[src/rtl/sha_pkg.sv]
package sha_pkg;
  localparam int DW      = 8;
  localparam int MAX_DIV = 64;
  localparam int CNT_W   = $clog2(MAX_DIV);

  localparam logic [2:0] CS_MATCH = 3'b110;

  // status bit positions
  localparam int ST_RXF  = 0;
  localparam int ST_TXE  = 1;
  localparam int ST_DCD  = 2;
  localparam int ST_CTS  = 3;
  localparam int ST_FE   = 4;
  localparam int ST_OVR  = 5;
  localparam int ST_PE   = 6;
  localparam int ST_IRQ  = 7;

  typedef enum logic [1:0] {
    RATIO_1  = 2'b00,
    RATIO_16 = 2'b01,
    RATIO_64 = 2'b10,
    RATIO_MR = 2'b11
  } ratio_e;

  function automatic logic [CNT_W-1:0] ratio_last(input ratio_e r);
    case (r)
      RATIO_16: return CNT_W'(15);
      RATIO_64: return CNT_W'(MAX_DIV-1);
      default:  return '0;
    endcase
  endfunction

  function automatic logic [CNT_W-1:0] ratio_half(input ratio_e r);
    case (r)
      RATIO_16: return CNT_W'(7);
      RATIO_64: return CNT_W'(MAX_DIV/2-1);
      default:  return '0;
    endcase
  endfunction
endpackage

[src/rtl/sha_sync.sv]
module sha_sync #(
  parameter int           W       = 1,
  parameter int           STAGES  = 2,
  parameter logic [W-1:0] RST_VAL = '0
) (
  input  logic         clk_i,
  input  logic         rst_ni,
  input  logic [W-1:0] d_i,
  output logic [W-1:0] q_o
);
  logic [W-1:0] stg [STAGES];

  for (genvar g = 0; g < STAGES; g++) begin : g_stg
    if (g == 0) begin : g_first
      always_ff @(posedge clk_i or negedge rst_ni)
        if (!rst_ni) stg[g] <= RST_VAL;
        else         stg[g] <= d_i;
    end else begin : g_next
      always_ff @(posedge clk_i or negedge rst_ni)
        if (!rst_ni) stg[g] <= RST_VAL;
        else         stg[g] <= stg[g-1];
    end
  end

  assign q_o = stg[STAGES-1];
endmodule

[src/rtl/sha_tx.sv]
module sha_tx
  import sha_pkg::*;
(
  input  logic             clk_i,
  input  logic             rst_ni,
  input  logic             tick_i,
  input  logic             hold_i,
  input  logic [CNT_W-1:0] div_last_i,
  input  logic             load_i,
  input  logic [DW-1:0]    data_i,
  output logic             empty_o,
  output logic             tx_o
);
  localparam int FW   = DW + 2;
  localparam int BC_W = $clog2(FW);

  logic [DW-1:0]    tdr;
  logic             full, busy;
  logic [FW-1:0]    sh;
  logic [BC_W-1:0]  bit_cnt;
  logic [CNT_W-1:0] div_cnt;
  logic             bit_end, frame_end, start;

  assign bit_end   = busy & (div_cnt == div_last_i);
  assign frame_end = bit_end & (bit_cnt == BC_W'(FW-1));
  assign start     = tick_i & full & (~busy | frame_end);

  always_ff @(posedge clk_i or negedge rst_ni) begin
    if (!rst_ni) begin
      tdr     <= '0;
      full    <= 1'b0;
      busy    <= 1'b0;
      sh      <= '1;
      bit_cnt <= '0;
      div_cnt <= '0;
    end else if (hold_i) begin
      full    <= 1'b0;
      busy    <= 1'b0;
      sh      <= '1;
      bit_cnt <= '0;
      div_cnt <= '0;
    end else begin
      if (start) begin
        sh      <= {1'b1, tdr, 1'b0};
        busy    <= 1'b1;
        bit_cnt <= '0;
        div_cnt <= '0;
        full    <= 1'b0;
      end else if (tick_i && busy) begin
        if (frame_end) begin
          busy    <= 1'b0;
          sh      <= '1;
          div_cnt <= '0;
        end else if (bit_end) begin
          sh      <= {1'b1, sh[FW-1:1]};
          bit_cnt <= bit_cnt + 1'b1;
          div_cnt <= '0;
        end else begin
          div_cnt <= div_cnt + 1'b1;
        end
      end
      // a byte written during a frame waits for the next start
      if (load_i) begin
        tdr  <= data_i;
        full <= 1'b1;
      end
    end
  end

  assign empty_o = ~full;
  assign tx_o    = sh[0];
endmodule

[src/rtl/sha_rx.sv]
module sha_rx
  import sha_pkg::*;
(
  input  logic             clk_i,
  input  logic             rst_ni,
  input  logic             tick_i,
  input  logic             rx_i,
  input  logic             hold_i,
  input  logic [CNT_W-1:0] div_last_i,
  input  logic [CNT_W-1:0] half_last_i,
  input  logic             rd_data_i,
  output logic [DW-1:0]    data_o,
  output logic             full_o,
  output logic             ovr_o,
  output logic             fe_o
);
  localparam int BC_W = $clog2(DW + 1);

  logic             busy;
  logic [CNT_W-1:0] cnt;
  logic [BC_W-1:0]  bit_cnt;
  logic [DW-1:0]    sh;

  always_ff @(posedge clk_i or negedge rst_ni) begin
    if (!rst_ni) begin
      busy    <= 1'b0;
      cnt     <= '0;
      bit_cnt <= '0;
      sh      <= '0;
      data_o  <= '0;
      full_o  <= 1'b0;
      ovr_o   <= 1'b0;
      fe_o    <= 1'b0;
    end else if (hold_i) begin
      busy    <= 1'b0;
      cnt     <= '0;
      bit_cnt <= '0;
      full_o  <= 1'b0;
      ovr_o   <= 1'b0;
      fe_o    <= 1'b0;
    end else begin
      if (rd_data_i) begin
        full_o <= 1'b0;
        ovr_o  <= 1'b0;
      end
      if (tick_i) begin
        if (!busy) begin
          // start bit must stay low up to its middle
          if (rx_i)                    cnt <= '0;
          else if (cnt == half_last_i) begin
            busy    <= 1'b1;
            cnt     <= '0;
            bit_cnt <= '0;
          end else                     cnt <= cnt + 1'b1;
        end else if (cnt == div_last_i) begin
          cnt <= '0;
          if (bit_cnt == BC_W'(DW)) begin
            busy <= 1'b0;
            fe_o <= ~rx_i;
            if (full_o && !rd_data_i) ovr_o <= 1'b1;
            else begin
              data_o <= sh;
              full_o <= 1'b1;
            end
          end else begin
            sh      <= {rx_i, sh[DW-1:1]};
            bit_cnt <= bit_cnt + 1'b1;
          end
        end else begin
          cnt <= cnt + 1'b1;
        end
      end
    end
  end
endmodule

[src/rtl/serial_host_adapter.sv]
module serial_host_adapter
  import sha_pkg::*;
#(
  parameter int SYNC_STAGES = 2
) (
  input  logic          clk_i,
  input  logic          rst_ni,
  input  logic [2:0]    cs_i,
  input  logic          en_i,
  input  logic          rs_i,
  input  logic          rnw_i,
  input  logic [DW-1:0] di_i,
  output logic [DW-1:0] do_o,
  output logic          irq_no,
  input  logic          tx_clk_i,
  output logic          tx_o,
  input  logic          rx_clk_i,
  input  logic          rx_i,
  input  logic          cts_ni,
  input  logic          dcd_ni,
  output logic          rts_no
);
  localparam int         NS     = 5;
  localparam logic [NS-1:0] NS_RST = 5'b00101;

  // host access decode
  logic sel, sel_q, strobe;
  logic wr_ctrl, wr_tdr, rd_stat, rd_data;

  assign sel     = (cs_i == CS_MATCH) & en_i;
  assign strobe  = sel & ~sel_q;
  assign wr_ctrl = strobe & ~rnw_i & ~rs_i;
  assign wr_tdr  = strobe & ~rnw_i &  rs_i;
  assign rd_stat = strobe &  rnw_i & ~rs_i;
  assign rd_data = strobe &  rnw_i &  rs_i;

  // control register, bits 4:2 have no function in this frame format
  ratio_e     ratio;
  logic [1:0] tx_ctl;
  logic       rx_ie;
  logic       hold;
  logic       ctrl_unused;

  assign ctrl_unused = ^di_i[4:2];

  always_ff @(posedge clk_i or negedge rst_ni) begin
    if (!rst_ni) begin
      sel_q  <= 1'b0;
      ratio  <= RATIO_1;
      tx_ctl <= 2'b00;
      rx_ie  <= 1'b0;
    end else begin
      sel_q <= sel;
      if (wr_ctrl) begin
        ratio  <= ratio_e'(di_i[1:0]);
        tx_ctl <= di_i[6:5];
        rx_ie  <= di_i[7];
      end
    end
  end

  assign hold = (ratio == RATIO_MR);

  // line synchronizers and edge detect
  logic [NS-1:0] sync_q;
  logic txc_s, rxc_s, rx_s, cts_s, dcd_s;
  logic txc_q, rxc_q, dcd_q;
  logic tx_tick, rx_tick, dcd_rise;

  sha_sync #(.W(NS), .STAGES(SYNC_STAGES), .RST_VAL(NS_RST)) u_sync (
    .clk_i  (clk_i),
    .rst_ni (rst_ni),
    .d_i    ({tx_clk_i, rx_clk_i, rx_i, cts_ni, dcd_ni}),
    .q_o    (sync_q)
  );

  assign {txc_s, rxc_s, rx_s, cts_s, dcd_s} = sync_q;

  always_ff @(posedge clk_i or negedge rst_ni) begin
    if (!rst_ni) begin
      txc_q <= 1'b0;
      rxc_q <= 1'b0;
      dcd_q <= 1'b1;
    end else begin
      txc_q <= txc_s;
      rxc_q <= rxc_s;
      dcd_q <= dcd_s;
    end
  end

  assign tx_tick  = txc_q & ~txc_s;
  assign rx_tick  = ~rxc_q & rxc_s;
  assign dcd_rise = ~dcd_q & dcd_s;

  // datapaths
  logic          tx_empty;
  logic [DW-1:0] rx_data;
  logic          rx_full, rx_ovr, rx_fe;

  sha_tx u_tx (
    .clk_i      (clk_i),
    .rst_ni     (rst_ni),
    .tick_i     (tx_tick),
    .hold_i     (hold),
    .div_last_i (ratio_last(ratio)),
    .load_i     (wr_tdr),
    .data_i     (di_i),
    .empty_o    (tx_empty),
    .tx_o       (tx_o)
  );

  sha_rx u_rx (
    .clk_i       (clk_i),
    .rst_ni      (rst_ni),
    .tick_i      (rx_tick),
    .rx_i        (rx_s),
    .hold_i      (hold),
    .div_last_i  (ratio_last(ratio)),
    .half_last_i (ratio_half(ratio)),
    .rd_data_i   (rd_data),
    .data_o      (rx_data),
    .full_o      (rx_full),
    .ovr_o       (rx_ovr),
    .fe_o        (rx_fe)
  );

  // carrier-lost latch: cleared by status read then data read
  logic dcd_lost, dcd_armed;

  always_ff @(posedge clk_i or negedge rst_ni) begin
    if (!rst_ni) begin
      dcd_lost  <= 1'b0;
      dcd_armed <= 1'b0;
    end else if (hold) begin
      dcd_lost  <= 1'b0;
      dcd_armed <= 1'b0;
    end else if (dcd_rise) begin
      dcd_lost  <= 1'b1;
      dcd_armed <= 1'b0;
    end else if (rd_stat && dcd_lost) begin
      dcd_armed <= 1'b1;
    end else if (rd_data && dcd_armed) begin
      dcd_lost  <= 1'b0;
      dcd_armed <= 1'b0;
    end
  end

  // status and interrupt
  logic          tdre, irq_pend;
  logic [DW-1:0] status;

  assign tdre     = tx_empty & ~cts_s;
  assign irq_pend = (rx_ie & (rx_full | rx_ovr | dcd_lost))
                  | ((tx_ctl == 2'b01) & tdre);

  always_comb begin
    status         = '0;
    status[ST_RXF] = rx_full;
    status[ST_TXE] = tdre;
    status[ST_DCD] = dcd_lost;
    status[ST_CTS] = cts_s;
    status[ST_FE]  = rx_fe;
    status[ST_OVR] = rx_ovr;
    status[ST_PE]  = 1'b0;
    status[ST_IRQ] = irq_pend;
  end

  assign do_o   = (sel & rnw_i) ? (rs_i ? rx_data : status) : '0;
  assign irq_no = ~irq_pend;
  assign rts_no = (tx_ctl == 2'b10);
endmodule

[config.mk]
export PLATFORM = sky130hd
export DESIGN_NAME = serial_host_adapter
export DESIGN_NICKNAME = d
export VERILOG_FILES = /design/src/rtl/sha_pkg.sv /design/src/rtl/sha_sync.sv /design/src/rtl/sha_tx.sv /design/src/rtl/sha_rx.sv /design/src/rtl/serial_host_adapter.sv
export SDC_FILE = /design/constraint.sdc
export NUM_CORES = 1
export LEC_CHECK = 0
export BUFFER_PORTS_ARGS = -buffer_cell sky130_fd_sc_hd__buf_2
export CAP_MARGIN = 20
export CORE_MARGIN = 4
export CORE_UTILIZATION = 59
export CTS_BUF_LIST = sky130_fd_sc_hd__clkbuf_16
export DETAILED_ROUTE_END_ITERATION = 8
export PLACE_DENSITY = 0.79
export RECOVER_POWER = 100
export SYNTH_ARGS = -nofsm -noshare
export SYNTH_HDL_FRONTEND = slang
export SYNTH_SLANG_ARGS = --single-unit
[constraint.sdc]
create_clock -name clk_i -period 2.8 [get_ports clk_i]
set_clock_uncertainty 0.05 [all_clocks]
set_input_delay 0.14 -clock clk_i [delete_from_list [all_inputs] [get_ports clk_i]]
set_output_delay 0.14 -clock clk_i [all_outputs]
set_load 0.05 [all_outputs]
Word-level counts from Yosys, hierarchy flattened:

Index checks and enable logic that the tools add are counted.
W data, S select, Z words.

* bits in registers: 81
* word-level logic and storage cells: 180

* add/sub/neg operators: 4
* equality and inequality tests: 16
* multiplexer cells: 72
* bitwise logic cells: 37
* reduce and logical (&&, ||, !) cells: 26

Operators by type and width (number)
* $mux W6: 11
* $mux W10: 5
* $mux W4: 12
* $mux W1: 40
* $and A1 B1 Y1: 19
* $reduce_bool A3 Y1: 6
* $mux W8: 2
* $not A1 Y1: 14
* $add A6 B1 Y6 const B: 2
* $eq A6 B6 Y1: 2
* $ne A3 B3 Y1 const B: 4
* $pmux W6 S2: 1
* $pmux W5 S2: 1
* $reduce_and A5 Y1: 2
* $add A4 B1 Y4 const B: 2
* $eq A4 B4 Y1 const B: 2
* $reduce_and A2 Y1: 4
* $reduce_bool A2 Y1: 4
* $reduce_bool A4 Y1: 2
* $eq A2 B2 Y1 const B: 3
* $eq A6 B5 Y1: 1
* $reduce_and A6 Y1: 1
* $eq A2 B1 Y1 const B: 2
* $logic_and A1 B1 Y1: 4
* 6 further kinds: 9

Longest topological paths before layout:

* depth after elaboration: 13
* depth in mapped cells: 8
* gate-level depth less buffers: 7

Cells and area by module:

Synthesis repeated with hierarchy kept, for this count alone.

* cells, all modules: 352
* area, all modules: 4140.2 um^2

By module, submodules not included
* sha_tx: times used 1, cells an instance 144, area an instance 1611.5 um^2, seq. area each 737.0 um^2
* sha_rx: times used 1, cells an instance 131, area an instance 1557.7 um^2, seq. area each 750.7 um^2
* serial_host_adapter: times used 1, cells an instance 62, area an instance 678.2 um^2, seq. area each 276.5 um^2
* sha_sync: times used 1, cells an instance 15, area an instance 292.8 um^2, seq. area each 255.2 um^2

Worst setup path before layout:

OpenSTA, ideal clock, no wires.

* path type: register to output
* start: reg u_rx.full_o
* end: out do_o[7]
* arrival time: 2.304 ns
* required time: 2.610 ns
* setup slack: 0.306 ns
* cell stages (with the launch flop): 4
* path buffers: 0
* path through: dfrtp_1 o31a_1 a31oi_1 o21ai_0

* longest elaborated chain between the ends: 6

Ends and longest elaborated chain
* from (decl): line sha_rx.sv:13 `output logic full_o,`
* from (signal assigned): line sha_rx.sv:31 `full_o <= 1'b0;`
* from (signal assigned): line sha_rx.sv:38 `full_o <= 1'b0;`
* from (signal assigned): line sha_rx.sv:43 `full_o <= 1'b0;`
* $or A1 B1 Y1 (2 in series): line serial_host_adapter.sv:153 `assign irq_pend = (rx_ie & (rx_full | rx_ovr | dcd_lost))`
* $and A1 B1 Y1: line serial_host_adapter.sv:153
* $or A1 B1 Y1: line serial_host_adapter.sv:154 `| ((tx_ctl == 2'b01) & tdre);`
* $mux W8 (2 in series): line serial_host_adapter.sv:168 `assign do_o = (sel & rnw_i) ? (rs_i ? rx_data : status) : '0;`
* to (decl): line serial_host_adapter.sv:13 `output logic [DW-1:0] do_o,`

Every way passes these cells.

Final worst setup path:

* start: reg ratio[1]
* end: reg u_rx.data_o[4]

* longest elaborated chain between the ends: 4

Ends and longest elaborated chain
* from (decl): line serial_host_adapter.sv:38 `ratio_e ratio;`
* from (signal assigned): line serial_host_adapter.sv:55 `ratio <= ratio_e'(di_i[1:0]);`
* $eq A2 B2 Y1 or $eq A2 B1 Y1 (tied branches): line sha_pkg.sv:26 `case (r)`
* $pmux W6 S2: line sha_pkg.sv:26
* $eq A6 B6 Y1: line sha_rx.sv:55 `end else if (cnt == div_last_i) begin`
* $reduce_and A6 Y1 (no source line) (*)
* to (signal assigned): line sha_rx.sv:62 `data_o <= sh;`
* to (decl): line sha_rx.sv:12 `output logic [DW-1:0] data_o,`

Mark *: on every way between the ends. The rest lies on a longest branch, timed or not.
A chain may end at the register's enable or synchronous reset.

==> results.md <==
- Status: finished, violations left
- Failing checks: max-capacitance violations, max-slew violations
- DRT iter0 DRCs: 188
- Pre-antenna DRT Iters: 5
- Cell Area, Synth: between 3000 and 4000 µm²
- DPL Wire Length: slightly above 5 mm
- Peak VDD IR: roughly 720 µV
- Slew Limit Fails: a little over 80
- CP max FO: 8
- CTS tree: done
- H-Tree Depth: 3
- Pwr Density: between 700 and 800 nW/µm²
- # nets final: ~410
- Pin count of the biggest net entering global routing: between 80 and 90
- Critical path launch point type: flip-flop
- Worst setup EP type: flip-flop
- Clk slew on worst S/H paths: around 60 ps
- RSZ-0062 raised after global routing: false
- Leak: a little over 2 nW
- Final design utilization: approximately 70%
- Final Hold Vio Count: 0
- Initial antenna violation count: 0
- Place WS: 280.0 ps
- Ports: 32
- Setup Crit Path Kind: reg -> reg
- Grt ovf: 0
- # fillers: between 400 and 500
- Delay-heaviest family, CP: compound AO/OA/AOI/OAI gates
- Fin worst setup slack: between 150 and 200 ps
- Total Wirelength: 7.554 mm
- Area of the core: ~6300 µm²
- Number of global-route vias before repair: approximately 2800
- Initial Util: 60.47%
- Cell Rows: 29
- Antenna cells: 0
- First-pass GRT wire length: between 10 and 15 mm
- Syn Area/Cell: ~12 µm²
- Distinct cell type count after synthesis: slightly above 60
- Flops & latches, synth: 80
- Top FF cell, synth: dfrtp_1
- Max incr delay on CP: around 410 ps
- Clock tree buffer depth: 2
- GPL Wtd Cong: between 0.8 and 0.9
- # clock sinks: 80
- Worst EP required: slightly below 3000 ps
- Horiz. Die Dim: around 89 µm
- Cell count after synthesis: 333
- DR DRC count: 0
- Routed len/inst: between 15 and 20 µm
- Later-pin clock latency in the skew report: between 300 and 400 ps
- Syn Nets: around 360
- CTS Buf Count: 9
- WP buf/inv: 1
- Setup-failing EPs final: 0
- Post-route ant nets: 0
- Share of layout cells above drive strength 1: 25.59%
- Max_cap viols: 1
- Tmin final: 2604 ps
- Max frequency: between 300 and 400 MHz
- Min-delay worst type: in -> reg
- Gr usage total: ~22%
- Reg area: 2019 µm²
- CP Cell Sequence: ha_1 -> and4b_1 -> o21a_2 -> nand2_2 -> a2111oi_2 -> clkbuf_2 -> mux2_2
- Asr flop ratio synth: between 90% and 100%
- Number of flops mapped to enable cells by yosys: 0
- Synth-to-layout area growth: 15.12%
- Slew HR: -23.64%
- Setup TNS: 0 ps
- Root buffer cell: clkbuf_16
- Die area: 7863 µm²
- WP data arrival: roughly 2800 ps
- Register area share after synthesis: 52.59%
- Synth warn: 0
- Final period util: between 90% and 100%
- Worst-margin pin slew: approximately 1900 ps
- Area taken by multi-input logic gates: roughly 1700 µm²
- Count of input and output buffers: 31
- Vias: 2729
- Die Y: between 80 and 90 µm
- Via-to-Cell Ratio: 5.933
- CP max stage cell: dfrtp_1
[Yosys cell counts, drive strengths merged (2+ instances only)]
cell type	instances	area, µm²
nor3	3	15.01
and4b	2	20.02
nor2	27	101.4
and3b	3	26.28
nand3b	2	15.01
a211oi	2	15.01
xor2	7	61.31
nor4b	2	32.53
nand2	25	96.35
and2	3	18.77
o21ai	10	50.05
a32o	3	30.03
a31oi	4	25.02
mux2	31	349.1
nand3	10	62.56
clkbuf	5	18.77
dfstp	14	367.9
nor4	2	27.53
a2111oi	2	42.54
a22o	6	52.55
or3	4	25.02
inv	17	63.81
nand2b	4	27.53
or2	3	18.77
xnor2	7	61.31
or4	2	18.77
a21oi	10	50.05
ha	8	100.1
buf	5	30.02
nand4	6	37.54
o22a	8	71.32
and3	5	32.53
mux2i	6	72.57
dfrtp	66	1652
nor2b	5	31.28
[power by group]
group | leakage (nW) | internal [mW] | switching [mW]
Clock | 0.140 | 0.681 | 0.445
Sequential | 1.03 | 1.37 | 0.145
Combinational | 0.862 | 0.337 | 0.438
[cell usage in the layout, fill, tap and decap left out, types with 7 or more instances in the layout]
cell type and count:
a21oi_1 10, dfrtp_1 66, nand2_1 24, buf_2 19, o21ai_0 10, mux2_2 31
ha_1 8, dlygate4sd3_1 10, o22a_1 7, xnor2_1 7, nand3_1 9, dfstp_2 14
clkbuf_1 12, inv_1 19, nor2_1 27, clkbuf_16 9, xor2_1 7
[metal layers]
| metal | vias up | GRT usage, % | wire [µm] |
|---|---|---|---|
| met5 | - | 0 | 0 |
| met2 | 79 | 33.13 | 3549 |
| met4 | 0 | 9.066 | 197 |
| met3 | 18 | 5.680 | 327 |
| met1 | 1351 | 30.74 | 3479 |
| li1 | 1281 | - | - |
[what timing repair did]
| item | 4_1_cts | 5_1_grt |
|---|---|---|
| resized for setup | 0 | 0 |
| setup buffers | 0 | 0 |
| hold buffers | 10 | 0 |
| endpoints found under the hold margin | 75 | 0 |
[state kept, by name (all words and copies together) (netlist names), 2 cells and up]
| signal | cells |
|---|---|
| ratio | 2 |
| u_tx.div_cnt | 6 |
| u_sync.stg | 5 |
| u_rx.bit_cnt | 4 |
| u_tx.bit_cnt | 4 |
| u_tx.sh | 9 |
| tx_ctl | 2 |
| u_rx.data_o | 8 |
| u_sync.q_o | 5 |
| u_rx.sh | 8 |
| u_tx.tdr | 8 |
| u_rx.cnt | 6 |
[cell type report]
class                   instances  share of cell area, %
clock buffers                   9                  5.095
inverters                      17                  1.444
repair buffers                 44                  5.831
flip-flops and latches         80                  45.68
well taps                      77                  2.179
multi-input cells             226                  38.30
clock inverters                 7                  1.472
[metrics by stage]
stage / hold WS, ps / power (mW) / cell area (µm²) / std cells
6_report: 12.07 / 3.414 / 4420 / 460
5_1_grt: 18.59 / 3.616 / 4420 / 460
4_1_cts: 5.263 / 3.443 / 4458 / 460
3_5_place_dp: 196.8 / 2.295 / 4068 / 434
3_3_place_gp: 195.7 / 2.268 / 4068 / 434
2_1_floorplan: -205.6 / 2.104 / 3840 / 333
[worst reg2reg max path: stages (launching register included)]
cell and delay [ps]:
dfrtp_1 410, ha_1 390, and4b_1 310, o21a_2 200
nand2_2 100, a2111oi_2 350, clkbuf_2 300, mux2_2 370
[cells by family after synthesis]
logic type	count (synthesis)	share of synthesized area [%]
flip-flops	80	52.59
AND/OR/NAND/NOR	110	16.23
AO/OA/AOI/OAI	57	11.47
buffers and inverters	27	2.932
multiplexers	37	10.98
adder cells (fa/ha/maj)	8	2.607
XOR/XNOR	14	3.193
[worst paths after layout]
path | depth (start not counted) | startpoint | slack, ps | end
setup reg to reg | 7 | ratio[1]$_DFFE_PN0P_ | 200 | u_rx.data_o[4]$_DFFE_PN0P_
min in group asynchronous | 2 | rst_ni | 810 | u_tx.div_cnt[0]$_DFFE_PN0P_
hold reg to reg | 0 | u_sync.stg[6]$_DFF_PN0_ | 300 | u_sync.q_o[1]$_DFF_PN0_
hold / removal | 2 | di_i[5] | 10 | tx_ctl[0]$_DFFE_PN0P_
setup / recovery | 7 | ratio[1]$_DFFE_PN0P_ | 200 | u_rx.data_o[4]$_DFFE_PN0P_
max in group asynchronous | 2 | rst_ni | 790 | u_rx.cnt[2]$_DFFE_PN0N_
Power figures use the tool's default switching activity.
